File: src/rtl/ocd_pkg.sv
// Shared constants and types for the fast overcurrent sinc detector.
// Assumes power-of-two OSR values between 2^OCD_OSR_LOG2_MIN and 2^OCD_OSR_LOG2_MAX.
package ocd_pkg;
    localparam int OCD_OSR_LOG2_MIN = 3;
    localparam int OCD_OSR_LOG2_MAX = 6;
    localparam int OCD_DATA_W       = 2 * OCD_OSR_LOG2_MAX + 2;
    localparam int OCD_LAG          = 2;
    localparam int OCD_SETTLE_SINC2 = 3;
    localparam int OCD_SETTLE_FAST  = 5;

    typedef enum logic {
        FILT_SINC2 = 1'b0,
        FILT_FAST  = 1'b1
    } filt_mode_e;
endpackage

File: src/rtl/ocd_cic2.sv
// Second-order cascaded integrator-comb decimator.
// Integrates the 1-bit stream at the modulator rate and differences once per
// OSR clocks. Assumes osr_sel is steady outside reset. Modular arithmetic is
// exact because ACC_W covers OSR_max^2 plus a sign bit.
module ocd_cic2 #(
    parameter int OSR_LOG2_MIN = 3,
    parameter int OSR_LOG2_MAX = 6,
    parameter int SEL_W        = 2,
    parameter int ACC_W        = 14
) (
    input  logic             clk,
    input  logic             rst_n,
    input  logic             bit_in,
    input  logic [SEL_W-1:0] osr_sel,
    output logic [ACC_W-1:0] comb_out,
    output logic             comb_stb
);
    localparam int ORDER = 2;
    localparam int CNT_W = OSR_LOG2_MAX;

    logic [CNT_W-1:0] phase_q;
    logic [CNT_W-1:0] phase_last;
    logic             dec_hit;
    logic [ACC_W-1:0] integ_w [ORDER];
    logic [ACC_W-1:0] comb_w  [ORDER+1];

    assign phase_last = CNT_W'((1 << (OSR_LOG2_MIN + int'(osr_sel))) - 1);
    assign dec_hit    = (phase_q == phase_last);

    // Decimation phase counter, wraps every OSR clocks.
    always_ff @(posedge clk) begin
        if (!rst_n)       phase_q <= '0;
        else if (dec_hit) phase_q <= '0;
        else              phase_q <= phase_q + 1'b1;
    end

    for (genvar g = 0; g < ORDER; g++) begin : g_integ
        logic [ACC_W-1:0] acc_q;
        if (g == 0) begin : g_first
            // First integrator accumulates raw stream bits.
            always_ff @(posedge clk) begin
                if (!rst_n) acc_q <= '0;
                else        acc_q <= acc_q + ACC_W'(bit_in);
            end
        end else begin : g_next
            // Later integrators accumulate the previous stage.
            always_ff @(posedge clk) begin
                if (!rst_n) acc_q <= '0;
                else        acc_q <= acc_q + integ_w[g-1];
            end
        end
        assign integ_w[g] = acc_q;
    end

    assign comb_w[0] = integ_w[ORDER-1];

    for (genvar g = 0; g < ORDER; g++) begin : g_comb
        logic [ACC_W-1:0] dly_q;
        assign comb_w[g+1] = comb_w[g] - dly_q;
        // Comb delay element, advanced only at the decimated rate.
        always_ff @(posedge clk) begin
            if (!rst_n)       dly_q <= '0;
            else if (dec_hit) dly_q <= comb_w[g];
        end
    end

    // Register the decimated comb result and its strobe.
    always_ff @(posedge clk) begin
        if (!rst_n) begin
            comb_out <= '0;
            comb_stb <= 1'b0;
        end else begin
            comb_stb <= dec_hit;
            if (dec_hit) comb_out <= comb_w[ORDER];
        end
    end
endmodule

File: src/rtl/ocd_fast_term.sv
// Optional two-sample echo term and mid-scale offset removal.
// In fast mode it adds the comb result from two readings back, and it removes
// half of the full-scale sum so that the reading is signed around zero.
// Assumes one comb strobe per OSR clocks.
module ocd_fast_term #(
    parameter int OSR_LOG2_MIN = 3,
    parameter int SEL_W        = 2,
    parameter int DATA_W       = 14,
    parameter int LAG          = 2
) (
    input  logic                     clk,
    input  logic                     rst_n,
    input  logic                     fast_en,
    input  logic [SEL_W-1:0]         osr_sel,
    input  logic [DATA_W-1:0]        comb_in,
    input  logic                     comb_stb,
    output logic signed [DATA_W-1:0] data_out,
    output logic                     data_valid
);
    localparam int SUM_W = DATA_W + 1;

    logic [DATA_W-1:0] lag_q [LAG];
    logic [SUM_W-1:0]  half_scale;
    logic [SUM_W-1:0]  tail;
    logic [SUM_W-1:0]  total;

    // Offset, echo term and signed sum for the current comb result.
    always_comb begin
        half_scale = SUM_W'(1) << (2 * (OSR_LOG2_MIN + int'(osr_sel)) - (fast_en ? 0 : 1));
        tail       = fast_en ? {1'b0, lag_q[LAG-1]} : '0;
        total      = {1'b0, comb_in} + tail - half_scale;
    end

    // History of earlier comb results, shifted once per reading.
    always_ff @(posedge clk) begin
        if (!rst_n) begin
            for (int k = 0; k < LAG; k++) lag_q[k] <= '0;
        end else if (comb_stb) begin
            lag_q[0] <= comb_in;
            for (int k = 1; k < LAG; k++) lag_q[k] <= lag_q[k-1];
        end
    end

    // Output register for the reading and its strobe.
    always_ff @(posedge clk) begin
        if (!rst_n) begin
            data_out   <= '0;
            data_valid <= 1'b0;
        end else begin
            data_valid <= comb_stb;
            if (comb_stb) data_out <= $signed(total[DATA_W-1:0]);
        end
    end
endmodule

File: src/rtl/ocd_trip.sv
// Window comparator with start-up blanking and a latched trip flag.
// Readings are counted after reset, and comparisons start only once the
// mode's settle count has passed. A clear is honoured only while the latest
// compared reading was inside the window, and a new violation wins over it.
module ocd_trip
    import ocd_pkg::*;
#(
    parameter int DATA_W       = 14,
    parameter int SETTLE_SINC2 = 3,
    parameter int SETTLE_FAST  = 5
) (
    input  logic                     clk,
    input  logic                     rst_n,
    input  logic                     fast_en,
    input  logic signed [DATA_W-1:0] sample,
    input  logic                     sample_vld,
    input  logic signed [DATA_W-1:0] thr_hi,
    input  logic signed [DATA_W-1:0] thr_lo,
    input  logic                     trip_clr,
    output logic                     trip
);
    localparam int CNT_W = $clog2(SETTLE_FAST + 1);

    filt_mode_e       mode;
    logic [CNT_W-1:0] seen_q;
    logic [CNT_W-1:0] settle_need;
    logic             armed;
    logic             outside;
    logic             hit;
    logic             inside_q;

    assign mode        = filt_mode_e'(fast_en);
    assign settle_need = (mode == FILT_FAST) ? CNT_W'(SETTLE_FAST) : CNT_W'(SETTLE_SINC2);
    assign armed       = (seen_q >= settle_need);
    assign outside     = (sample > thr_hi) || (sample < thr_lo);
    assign hit         = sample_vld && armed && outside;

    // Count blanked readings after reset, saturating once armed.
    always_ff @(posedge clk) begin
        if (!rst_n)                   seen_q <= '0;
        else if (sample_vld && !armed) seen_q <= seen_q + 1'b1;
    end

    // Remember whether the latest compared reading sat inside the window.
    always_ff @(posedge clk) begin
        if (!rst_n)                   inside_q <= 1'b1;
        else if (sample_vld && armed) inside_q <= !outside;
    end

    // Sticky trip flag: set by a violation, cleared by an accepted request.
    always_ff @(posedge clk) begin
        if (!rst_n)                    trip <= 1'b0;
        else if (hit)                  trip <= 1'b1;
        else if (trip_clr && inside_q) trip <= 1'b0;
    end
endmodule

File: src/rtl/ocd_detector.sv
// Fast overcurrent sinc detector top level.
// Chains the decimator, the echo/offset stage and the window comparator.
// Assumes osr_sel and fast_en change only while reset is applied.
module ocd_detector
    import ocd_pkg::*;
#(
    parameter  int OSR_LOG2_MIN = OCD_OSR_LOG2_MIN,
    parameter  int OSR_LOG2_MAX = OCD_OSR_LOG2_MAX,
    localparam int SEL_W        = $clog2(OSR_LOG2_MAX - OSR_LOG2_MIN + 1),
    localparam int DATA_W       = 2 * OSR_LOG2_MAX + 2
) (
    input  logic                     clk,
    input  logic                     rst_n,
    input  logic                     bit_in,
    input  logic [SEL_W-1:0]         osr_sel,
    input  logic                     fast_en,
    input  logic signed [DATA_W-1:0] thr_hi,
    input  logic signed [DATA_W-1:0] thr_lo,
    input  logic                     trip_clr,
    output logic signed [DATA_W-1:0] data_out,
    output logic                     data_valid,
    output logic                     trip
);
    logic [DATA_W-1:0] comb_out;
    logic              comb_stb;

    ocd_cic2 #(
        .OSR_LOG2_MIN(OSR_LOG2_MIN),
        .OSR_LOG2_MAX(OSR_LOG2_MAX),
        .SEL_W       (SEL_W),
        .ACC_W       (DATA_W)
    ) u_cic2 (
        .clk     (clk),
        .rst_n   (rst_n),
        .bit_in  (bit_in),
        .osr_sel (osr_sel),
        .comb_out(comb_out),
        .comb_stb(comb_stb)
    );

    ocd_fast_term #(
        .OSR_LOG2_MIN(OSR_LOG2_MIN),
        .SEL_W       (SEL_W),
        .DATA_W      (DATA_W),
        .LAG         (OCD_LAG)
    ) u_fast_term (
        .clk       (clk),
        .rst_n     (rst_n),
        .fast_en   (fast_en),
        .osr_sel   (osr_sel),
        .comb_in   (comb_out),
        .comb_stb  (comb_stb),
        .data_out  (data_out),
        .data_valid(data_valid)
    );

    ocd_trip #(
        .DATA_W      (DATA_W),
        .SETTLE_SINC2(OCD_SETTLE_SINC2),
        .SETTLE_FAST (OCD_SETTLE_FAST)
    ) u_trip (
        .clk       (clk),
        .rst_n     (rst_n),
        .fast_en   (fast_en),
        .sample    (data_out),
        .sample_vld(data_valid),
        .thr_hi    (thr_hi),
        .thr_lo    (thr_lo),
        .trip_clr  (trip_clr),
        .trip      (trip)
    );
endmodule

File: config.mk
export PLATFORM = sky130hd
export DESIGN_NAME = ocd_detector
export DESIGN_NICKNAME = d
export VERILOG_FILES = /design/src/rtl/ocd_pkg.sv /design/src/rtl/ocd_cic2.sv /design/src/rtl/ocd_fast_term.sv /design/src/rtl/ocd_trip.sv /design/src/rtl/ocd_detector.sv
export SDC_FILE = /design/constraint.sdc
export NUM_CORES = 1
export LEC_CHECK = 0
export CAP_MARGIN = 10
export CORE_UTILIZATION = 33
export CTS_CLUSTER_DIAMETER = 200
export DETAILED_ROUTE_END_ITERATION = 7
export HOLD_SLACK_MARGIN = 0.12
export PLACE_DENSITY = 0.55
export SLEW_MARGIN = 20
export SYNTH_ARGS = -nofsm -noshare
export SYNTH_HDL_FRONTEND = slang
export SYNTH_HIERARCHICAL = 1
export SYNTH_SLANG_ARGS = --single-unit
File: constraint.sdc
create_clock -name clk -period 7.18 [get_ports clk]
set_input_delay 1.077 -clock clk [delete_from_list [all_inputs] [get_ports clk]]
set_output_delay 1.077 -clock clk [all_outputs]
set_load 0.01 [all_outputs]
Yosys cells after proc, flatten, opt, wreduce, memory -nomap -nowiden
Memories as Yosys holds them, arrays and structs flattened.
Cells that the tools add are included.
Widths: inputs -> output; s select.
Storage, ports and cells
  register bits after elaboration: 97
  memory bits (writable): 28
  bits of input ports: 35
  output and inout port bits: 16
  logic and storage cells: 53
  memories kept: 1
Cells by class
  $add $sub $neg: 11
  $lt $le $gt $ge: 3
  equal/unequal tests: 1
  shift operators: 2
  muxes and demuxes: 11
  bitwise operators: 3
  reduce and logical (&&, ||, !) cells: 9
Memory list
  u_fast_term.lag_q: words 2, bits a word 14, rd ports 2, clocked after Yosys merged registers in 0, write ports 2, line ocd_fast_term.sv:22  | logic [DATA_W-1:0] lag_q [LAG];
Operators by type and width (count)
  $mux 14: 3
  $sub 14x14->14: 3
  $shl 1x32->14 const A: 1
  $shl 1x32->6 const A: 1
  $sub 32x32->32: 1
  $add 14x14->14: 2
  $add 14x1->14: 1
  $gt 14x14->1: 1
  $lt 14x14->1: 1
  $mux 1: 7
  $add 6x1->6 const B: 1
  $eq 6x6->1: 1
  $sub 6x2->6 const B: 1
  $logic_and 1x1->1: 4
  $add 2x2->3 const A: 1
  $add 3x1->3 const B: 1
  $ge 3x3->1: 1
  $mux 3: 1
  $logic_not 1->1: 2
  $or 1x1->1: 2
  $reduce_bool 2->1: 1
  $reduce_or 2->1: 1
  $logic_or 1x1->1: 1
  $not 1->1: 1

Longest topological paths before layout
Gate-level depths: netlist of the first run.
  depth after elaboration: 5
  mapped depth: 17
  gate-level depth less buffers: 17

By module
Netlist of the first run, hierarchy kept.
By module, submodules not included
  ocd_cic2: instances 1, cells each 470, area each 4254.1 um^2, seq. area each 1541.5 um^2
  ocd_fast_term: instances 1, cells each 302, area each 2895.3 um^2, seq. area each 1141.1 um^2
  ocd_trip: instances 1, cells each 124, area each 953.4 um^2, seq. area each 100.1 um^2

Least setup slack after synthesis of the first run
No wires, ideal clock.
  path kind: input port to flip-flop
  from: in osr_sel[1]
  to: reg u_fast_term.data_out[10]
  setup time: 120 ps
  arrival: 3737 ps
  data required time: 7060 ps
  setup slack: 3323 ps
  stages on the path: 14
  path buffers: 0
  path through: inv_1 -> ha_1 -> nand2b_1 -> xnor2_1 -> nand2_1 -> nor2_1 -> fa_1 -> inv_1 -> ha_1 -> nor2b_1 -> o31a_1 -> o311ai_2 -> a2111o_1 -> nand3_1
On the way
  longest elaborated chain between the ends: 4
Ends and longest elaborated chain
  from (decl): line ocd_detector.sv:15  | input logic [SEL_W-1:0] osr_sel,
  $add 2x2->3: line ocd_fast_term.sv:29  | half_scale = SUM_W'(1) << (2 * (OSR_LOG2_MIN + int'(osr_sel)) - (fast_en ? 0 : 1));
  $sub 32x32->32: line ocd_fast_term.sv:29
  $shl 1x32->14: line ocd_fast_term.sv:29
  $sub 14x14->14: line ocd_fast_term.sv:31  | total = {1'b0, comb_in} + tail - half_scale;
  to (signal assigned): line ocd_fast_term.sv:51  | if (comb_stb) data_out <= $signed(total[DATA_W-1:0]);
  to (decl): line ocd_fast_term.sv:17  | output logic signed [DATA_W-1:0] data_out,
Every way passes these cells.
A chain may end at the register's enable or synchronous reset.

Worst setup path after layout of the first run
  from: in osr_sel[0]
  to: reg u_fast_term.data_out[10]
The elaborated chain is that of the path after synthesis.

==> parameters.txt, run 1 <==
Parameter                              Value

Status
  Result of the run    finished clean

Critical path
  Kind of cell adding the most delay to the critical path    adder cells
  Reg-to-reg endpoint    u_cic2/comb_out[12]
  Startpoint Class    primary input
  Cells on worst reg2reg path    17
  WP data required    7.48 ns
  CP max stage delay    0.79 ns
  Series of cell instances along the critical path    clkdlybuf4s50_1, inv_1, ha_1, xnor2_1, nand2_1, nor2_1, fa_1, inv_1, ha_1, nor2b_1, o31a_1, o311ai_2, a2111o_1, nand3_1
  Number of buffers and inverters on the critical path    3
  Arrival time of the worst setup path    5.01 ns
  Setup slack, reg-to-reg    3.53 ns
  Kind of critical path    in2reg
  CP Max Fanout    13
  Endpoint type of the worst setup path    register
  Critical path's slowest cell    sky130_fd_sc_hd__clkdlybuf4s50_1
  Startpoint of the most critical register-to-register path    u_cic2/g_integ[1].acc_q[0]

Synthesis
  Seq/Total Area, Yosys    34.34%
  Post-synthesis instance area    0.008103 mm^2
  Fraction of synthesized area in multiplexers    1.143%
  Largest family of logic cells by synthesized area    adder cells
  Simple-gate share of the synthesized area    16.54%
  Number of library cell types mapped by synthesis    73
  Syn Inst Count    896
  Share of synthesized flip-flops with an asynchronous set or reset    0%
  Yosys warnings    6
  Number of synthesized flops with an enable pin    28
  FF+latch count, synth    125
  Fraction of the mapped netlist area in compound gates    17.29%
  Arithmetic-cell share of the synthesized area counting full adders, half adders and majority gates    17.85%
  Synthesized area per cell    9.043 um^2
  Synthesized-area fraction occupied by xor and xnor cells    6.053%
  Top_reg_cell synth    sky130_fd_sc_hd__dfxtp_1

STA
  Period minus WS final    4.710 ns
  Endpoints failing hold    0
  Setup repair after global routing missed its margin    no
  Total count of max-transition violations in the final report    0
  Relative slew slack    41.00%
  Post-Route Setup TNS    0 ns
  Final cycle utilization of the critical path    65.61%
  Clock Skews    0.009745 ns
  Max Clk Rate    0.2123 GHz
  Total of endpoints with negative setup slack in the final report    0
  Pin slew with the least headroom to its limit    0.8823 ns

Layout
  Most frequent standard cell in the layout excluding fill and tap cells    sky130_fd_sc_hd__inv_1
  ANT cells    0
  Synth-to-Final Area Change    17.20%
  Sequential cell area    0.002783 mm^2
  Layout cells sized above 1    6.061%
  Commonest cells after routing, fill and taps aside    sky130_fd_sc_hd__inv_1, sky130_fd_sc_hd__dfxtp_1, sky130_fd_sc_hd__ha_1, sky130_fd_sc_hd__nand2_1
  Multi-input combinational cell area    0.004781 mm^2
  Number of fill cells in the layout    2398
  Net total in the final layout    1085

Power and ir drop
  Peak supply drop    0.1653 mV
  Power per cell area    208.7 mW/mm^2
  Power consumption    0.001982 W
  Leakage    4.036 nW

Detailed routing
  Pre-Repair DR Iteration Count    4
  Post-route ant nets    0
  Via-to-Cell Ratio    4.821
  Total length of routed wires    16.51 mm
  Remaining routing DRC violations    0
  Via count    6152
  Drt initial violations    241
  Routed wire length per instance    12.93 um

CTS
  CTS tree    yes
  Clock net sink count    125
  Number of gates given a new drive strength after cts    0
  Clock transition at the register clock pins on the worst setup and hold paths after CTS    0.06 ns
  Insertion delay to the later sink of the worst-skew pair    0.41 ns
  Total setup buffers inserted after CTS    0
  Clock buffer count from CTS    17
  Root Driver    sky130_fd_sc_hd__clkbuf_16
  Maximum count of clock buffers along a single path    2
  Maximum level of the CTS H-tree    4
  Number of buffers inserted by hold repair at cts    0

GRT
  Largest net degree at the start of global routing    49
  First-pass GRT wire length    27.38 mm
  GRT Overall Usage    13.87%
  Overflow left after global routing    0
  Initial antenna violation count    0
  Via count of the first global-routing pass    5758

Floorplan
  Horizontal extent of the die    158.7 um
  Num ports    51
  Number of standard-cell rows in the floorplan    56
  Initial Utilization    34.11%
  Core area    0.02375 mm^2
  Die area    0.02518 mm^2
  Die Ht    158.7 um

Placed design
  IO Port Bufs    50
  Half-perimeter wire length after placement    12.26 mm
  Routability cong.    0.7843

Min path
  Sink of the worst hold path    u_cic2/comb_out[12]
  Path category of the worst min-delay check    reg2reg
  Min-Delay Path Depth    2
  Hold wc startpoint    u_cic2/comb_out[12]

Job
  Max-cap violation count    0
## synthesized netlist by cell type (all sizes together), types with 6 or more instances
| cell type | number | area, um^2 |
|---|---|---|
| buf | 13 | 80.07 |
| a211oi | 6 | 45.04 |
| fa | 16 | 320.3 |
| and3 | 23 | 148.9 |
| xor2 | 24 | 210.2 |
| nand3 | 31 | 155.2 |
| nand4 | 7 | 43.79 |
| clkbuf | 12 | 45.04 |
| inv | 111 | 416.7 |
| a21oi | 48 | 247.7 |
| nor2 | 51 | 191.4 |
| xnor2 | 32 | 280.3 |
| nand2b | 10 | 62.56 |
| or3 | 7 | 48.80 |
| dfxtp | 97 | 1942 |
| and2 | 14 | 87.58 |
| nor3 | 17 | 85.08 |
| nor2b | 18 | 112.6 |
| ha | 90 | 1126 |
| o21a | 11 | 82.58 |
| a21o | 15 | 112.6 |
| o21ai | 40 | 207.7 |
| a22o | 28 | 245.2 |
| mux2i | 7 | 70.07 |
| edfxtp | 28 | 840.8 |
| nand2 | 73 | 279.0 |
## cell families (layout without fill, tap and decap cells)
| family | Yosys count | in the layout |
|---|---|---|
| AO/OA/AOI/OAI | 194 | 194 |
| XOR/XNOR | 56 | 56 |
| adder cells (fa/ha/maj) | 106 | 106 |
| buffers and inverters | 137 | 197 |
| flip-flops | 125 | 125 |
| multiplexers | 9 | 9 |
| other | 1 | 2 |
| AND/OR/NAND/NOR | 268 | 268 |
## metrics by stage
| step | util [%] | setup slack, ns | hold WS (ns) | area (um^2) | cells |
|---|---|---|---|---|---|
| final | 39.98 | 2.470 | 0.4439 | 9497 | 1276 |
| after global placement | 37.49 | 2.134 | 0.4330 | 8906 | 1244 |
| after CTS | 39.98 | 2.500 | 0.4449 | 9497 | 1276 |
| after floorplan | - | 3.323 | 0.4250 | 8107 | 897 |
| after global routing | 39.98 | 2.243 | 0.4603 | 9497 | 1276 |
| after detailed placement | 37.49 | 2.059 | 0.4373 | 8906 | 1244 |
## sequential cells by signal (all words and copies together), names as in the netlist
signal and count:
u_trip/seen_q 3, u_cic2/g_comb.dly_q 28, u_fast_term/data_out 14, u_cic2/comb_out 14, u_fast_term/data_valid 1, u_fast_term/lag_q 28
u_trip/inside_q 1, u_cic2/comb_stb 1, u_cic2/g_integ.acc_q 28, u_cic2/phase_q 6, u_trip/trip 1
## where the power goes
part	internal [W]	switching, W	total, W
sequential	0.000734	0.00000944	0.000743
combinational	0.000177	0.000218	0.000395
clock	0.000512	0.000331	0.000843
total	0.00142	0.000559	0.00198
## how the worst max path moves through the flow
stage                from                       end  slack (ns)  cells after the start
6_report       osr_sel[0]  u_fast_term/data_out[10]        2.47                     14
3_5_place_dp   osr_sel[0]   u_fast_term/data_out[8]        2.06                     14
5_1_grt        osr_sel[0]  u_fast_term/data_out[10]        2.24                     14
3_3_place_gp   osr_sel[0]  u_fast_term/data_out[10]        2.13                     14
2_1_floorplan  osr_sel[1]  u_fast_term/data_out[10]        3.32                     14
4_1_cts        osr_sel[0]   u_fast_term/data_out[8]        2.50                     14
## worst min-delay path: stages (launching register included)
cell                      delay (ns)
sky130_fd_sc_hd__dfxtp_1        0.31
sky130_fd_sc_hd__nand2_1        0.05
sky130_fd_sc_hd__o21ai_1        0.05
## layout make-up
class | count | share of cell area (%)
Clock buffer | 19 | 4.888
Tap cell | 319 | 4.203
Inverter | 112 | 4.427
Clock inverter | 13 | 1.331
Sequential cell | 125 | 29.30
Multi-Input combinational cell | 635 | 50.34
Timing Repair Buffer | 53 | 5.507
## layer usage
layer  part of all wire, %  wire length (um)  GRT usage [%]  up-vias
met1                    47              7810          16.15     2845
met5                     0                 0              0        -
met4                  0.91               150          4.121        0
li1                      -                 -              -     3225
met3                   2.6               423          3.212       10
met2                    49              8120          25.06       72
Note: power is estimated with default switching activity, not from simulation.
==> run 2: changes to the inputs <==
==> constraint.sdc (replaced) <==
create_clock -name clk -period 4.7 [get_ports clk]
set_input_delay 0.705 -clock clk [delete_from_list [all_inputs] [get_ports clk]]
set_output_delay 0.705 -clock clk [all_outputs]
set_load 0.01 [all_outputs]
==> parameters.txt, run 2 (synthesis results as in run 1) <==
Parameter                              Value

Layout
  Registers with the most flip-flops    u_cic2/g_comb.dly_q (28), u_cic2/g_integ.acc_q (28), u_fast_term/lag_q (28)
  Synth-to-Final Area Change    18.04%
  Commonest cells after routing, fill and taps aside    sky130_fd_sc_hd__inv_1, sky130_fd_sc_hd__dfxtp_1, sky130_fd_sc_hd__ha_1, sky130_fd_sc_hd__nand2_1
  Sequential cell area    0.002783 mm^2 (unchanged)
  Layout cells sized above 1    6.743% (+0.68 points)
  ANT cells    0 (unchanged)
  Most frequent standard cell in the layout excluding fill and tap cells    sky130_fd_sc_hd__inv_1
  Net total in the final layout    1092 (+0.65%)
  Multi-input combinational cell area    0.004781 mm^2 (unchanged)
  Number of fill cells in the layout    2392 (-0.25%)
  Finished Core Util    40.27% (+0.28 points)

Placed design
  IO Port Bufs    50 (unchanged)
  Minimum setup slack after placement    0.3491 ns (-1.710 ns)
  Half-perimeter wire length after placement    12.65 mm (+3.2%)
  Routability cong.    0.8004 (+2.1%)

Detailed routing
  Post-route ant nets    0 (unchanged)
  Total length of routed wires    16.78 mm (+1.7%)
  Pre-Repair DR Iteration Count    4 (unchanged)
  Via-to-Cell Ratio    4.842 (+0.42%)
  Via count    6212 (+0.98%)
  Routed wire length per instance    13.08 um (+1.1%)
  Drt initial violations    202 (-16%)
  Remaining routing DRC violations    0 (unchanged)

GRT
  Largest net degree at the start of global routing    34 (-31%)
  Via count of the first global-routing pass    6081 (+5.6%)
  First-pass GRT wire length    28.37 mm (+3.6%)
  GRT Overall Usage    14.30% (+0.43 points)
  Initial antenna violation count    0 (unchanged)
  Overflow left after global routing    0 (unchanged)

Floorplan
  Num ports    51 (unchanged)
  Number of standard-cell rows in the floorplan    56 (unchanged)
  Core area    0.02375 mm^2 (unchanged)
  Die area    0.02518 mm^2 (unchanged)
  Initial Utilization    34.11% (unchanged)
  Die Ht    158.7 um (unchanged)
  Horizontal extent of the die    158.7 um (unchanged)

Status
  Result of the run    finished clean

STA
  Endpoints failing hold    0 (unchanged)
  Relative slew slack    54.18% (+13 points)
  Final cycle utilization of the critical path    83.90%
  Setup repair after global routing missed its margin    no
  Pin slew with the least headroom to its limit    0.6864 ns (-0.1959 ns)
  Clock Skews    0.01172 ns (+0.001978 ns)
  Final hold slack    0.4469 ns (+0.002966 ns)
  Total of endpoints with negative setup slack in the final report    0 (unchanged)
  Post-Route Setup TNS    0 ns (unchanged)
  Max Clk Rate    0.2536 GHz
  Period minus WS final    3.943 ns
  Total count of max-transition violations in the final report    0 (unchanged)
  Setup slack after layout    0.7567 ns (-1.713 ns)

Critical path
  CP Max Fanout    6 (-7)
  Startpoint Class    primary input
  Arrival time of the worst setup path    4.25 ns (-0.76 ns)
  Startpoint of the most critical register-to-register path    u_cic2/g_integ[1].acc_q[0]
  Critical Path End    u_fast_term/data_out[10]
  Endpoint type of the worst setup path    register
  WP data required    5.01 ns (-2.47 ns)
  Reg-to-reg endpoint    u_cic2/comb_out[12]
  Kind of critical path    in2reg
  Cells on worst reg2reg path    17 (unchanged)
  Crit path launch    osr_sel[1]
  Setup slack, reg-to-reg    1.13 ns (-2.40 ns)
  CP max stage delay    0.53 ns (-0.26 ns)
  Critical path's slowest cell    sky130_fd_sc_hd__clkdlybuf4s50_1
  Series of cell instances along the critical path    clkdlybuf4s50_1, inv_1, ha_1, nand2b_1, xnor2_1, nand2_1, nor2_1, fa_1, inv_1, ha_1, nor2b_1, o31a_1, o311ai_2, a2111o_1, nand3_1

CTS
  CTS tree    yes
  Maximum level of the CTS H-tree    4 (unchanged)
  Clock buffer count from CTS    17 (unchanged)
  Number of buffers inserted by hold repair at cts    0 (unchanged)
  Clock net sink count    125 (unchanged)
  Clock transition at the register clock pins on the worst setup and hold paths after CTS    0.06 ns (about the same)
  Maximum count of clock buffers along a single path    2 (unchanged)
  Root Driver    sky130_fd_sc_hd__clkbuf_16
  Number of gates given a new drive strength after cts    0 (unchanged)
  Insertion delay to the later sink of the worst-skew pair    0.42 ns (about the same)
  Total setup buffers inserted after CTS    0 (unchanged)

Power and ir drop
  Power per cell area    320.0 mW/mm^2 (+53%)
  Internal portion of total power    0.002175 W (+53%)
  NetSw    0.0008857 W (+58%)
  Switching Fraction    28.94% (+0.73 points)
  Relative contribution of the clock network to total power    42.9% (+0.4 points)
  Peak supply drop    0.2564 mV (+55%)
  Seq pwr share    37.1% (-0.4 points)
  Power share of the combinational group    19.9% (about the same)
  Leakage    4.075 nW (+0.98%)

Job
  Max-cap violation count    0 (unchanged)

Min path
  Path category of the worst min-delay check    reg2reg
run 2: changes by cell type in the layout (fill, tap and decap cells not counted), sizes merged:
cell / previous run / this run
buf: 3 / 10
clkbuf: 19 / 18
clkinv: 6 / 3
inv: 116 / 120
run 2: metrics by stage:
stage,cells,total power [W],instance area [um^2]
finish,1283,0.003061,9564
floorplan,897,0.001623,8107
CTS,1283,0.003110,9564
global route,1283,0.003244,9564
global placement,1251,0.001769,8971
detailed placement,1251,0.001773,8971
run 2: metal layers:
layer / share of wire (%) / GRT usage [%]
met3: 3.1 / 3.348
met5: 0 / 0
met4: 1.1 / 4.579
met1: 47 / 16.57
met2: 49 / 25.77
run 2: power by group through the flow:
stage	clock (W)	combinational [W]	sequential [W]
after floorplan	0	0.000467	0.00116
after global placement	0	0.000609	0.00116
after detailed placement	0	0.000613	0.00116
after CTS	0.00136	0.000617	0.00114
after global routing	0.00141	0.000697	0.00114
final	0.00131	0.000611	0.00114
run 2: final cells by class:
type	instances	share of cell area, %
flip-flops and latches	125	29.09
inverters	112	4.396
clock inverters	14	1.491
repair buffers	60	6.149
multi-input cells	635	49.99
well taps	319	4.173
clock buffers	18	4.710
run 2: critical path: cells and delay by family:
family	cells	cell delay (ns)
simple gates	5	0.71
xor+xnor	1	0.28
fa+ha+maj	3	0.90
compound gates	3	0.94
buf+inv	3	0.71
run 2: worst min-delay path by stage:
stage | from | end | slack, ns | cells after the start
5_1_grt | u_cic2/comb_out[10] | u_cic2/comb_out[10] | 0.48 | 2
3_3_place_gp | u_cic2/comb_out[2] | u_cic2/comb_out[2] | 0.44 | 2
2_1_floorplan | u_cic2/comb_out[7] | u_cic2/comb_out[7] | 0.43 | 2
3_5_place_dp | u_cic2/comb_out[2] | u_cic2/comb_out[2] | 0.44 | 2
6_report | u_cic2/comb_out[4] | u_cic2/comb_out[4] | 0.45 | 2
4_1_cts | u_cic2/comb_out[2] | u_cic2/comb_out[2] | 0.45 | 2
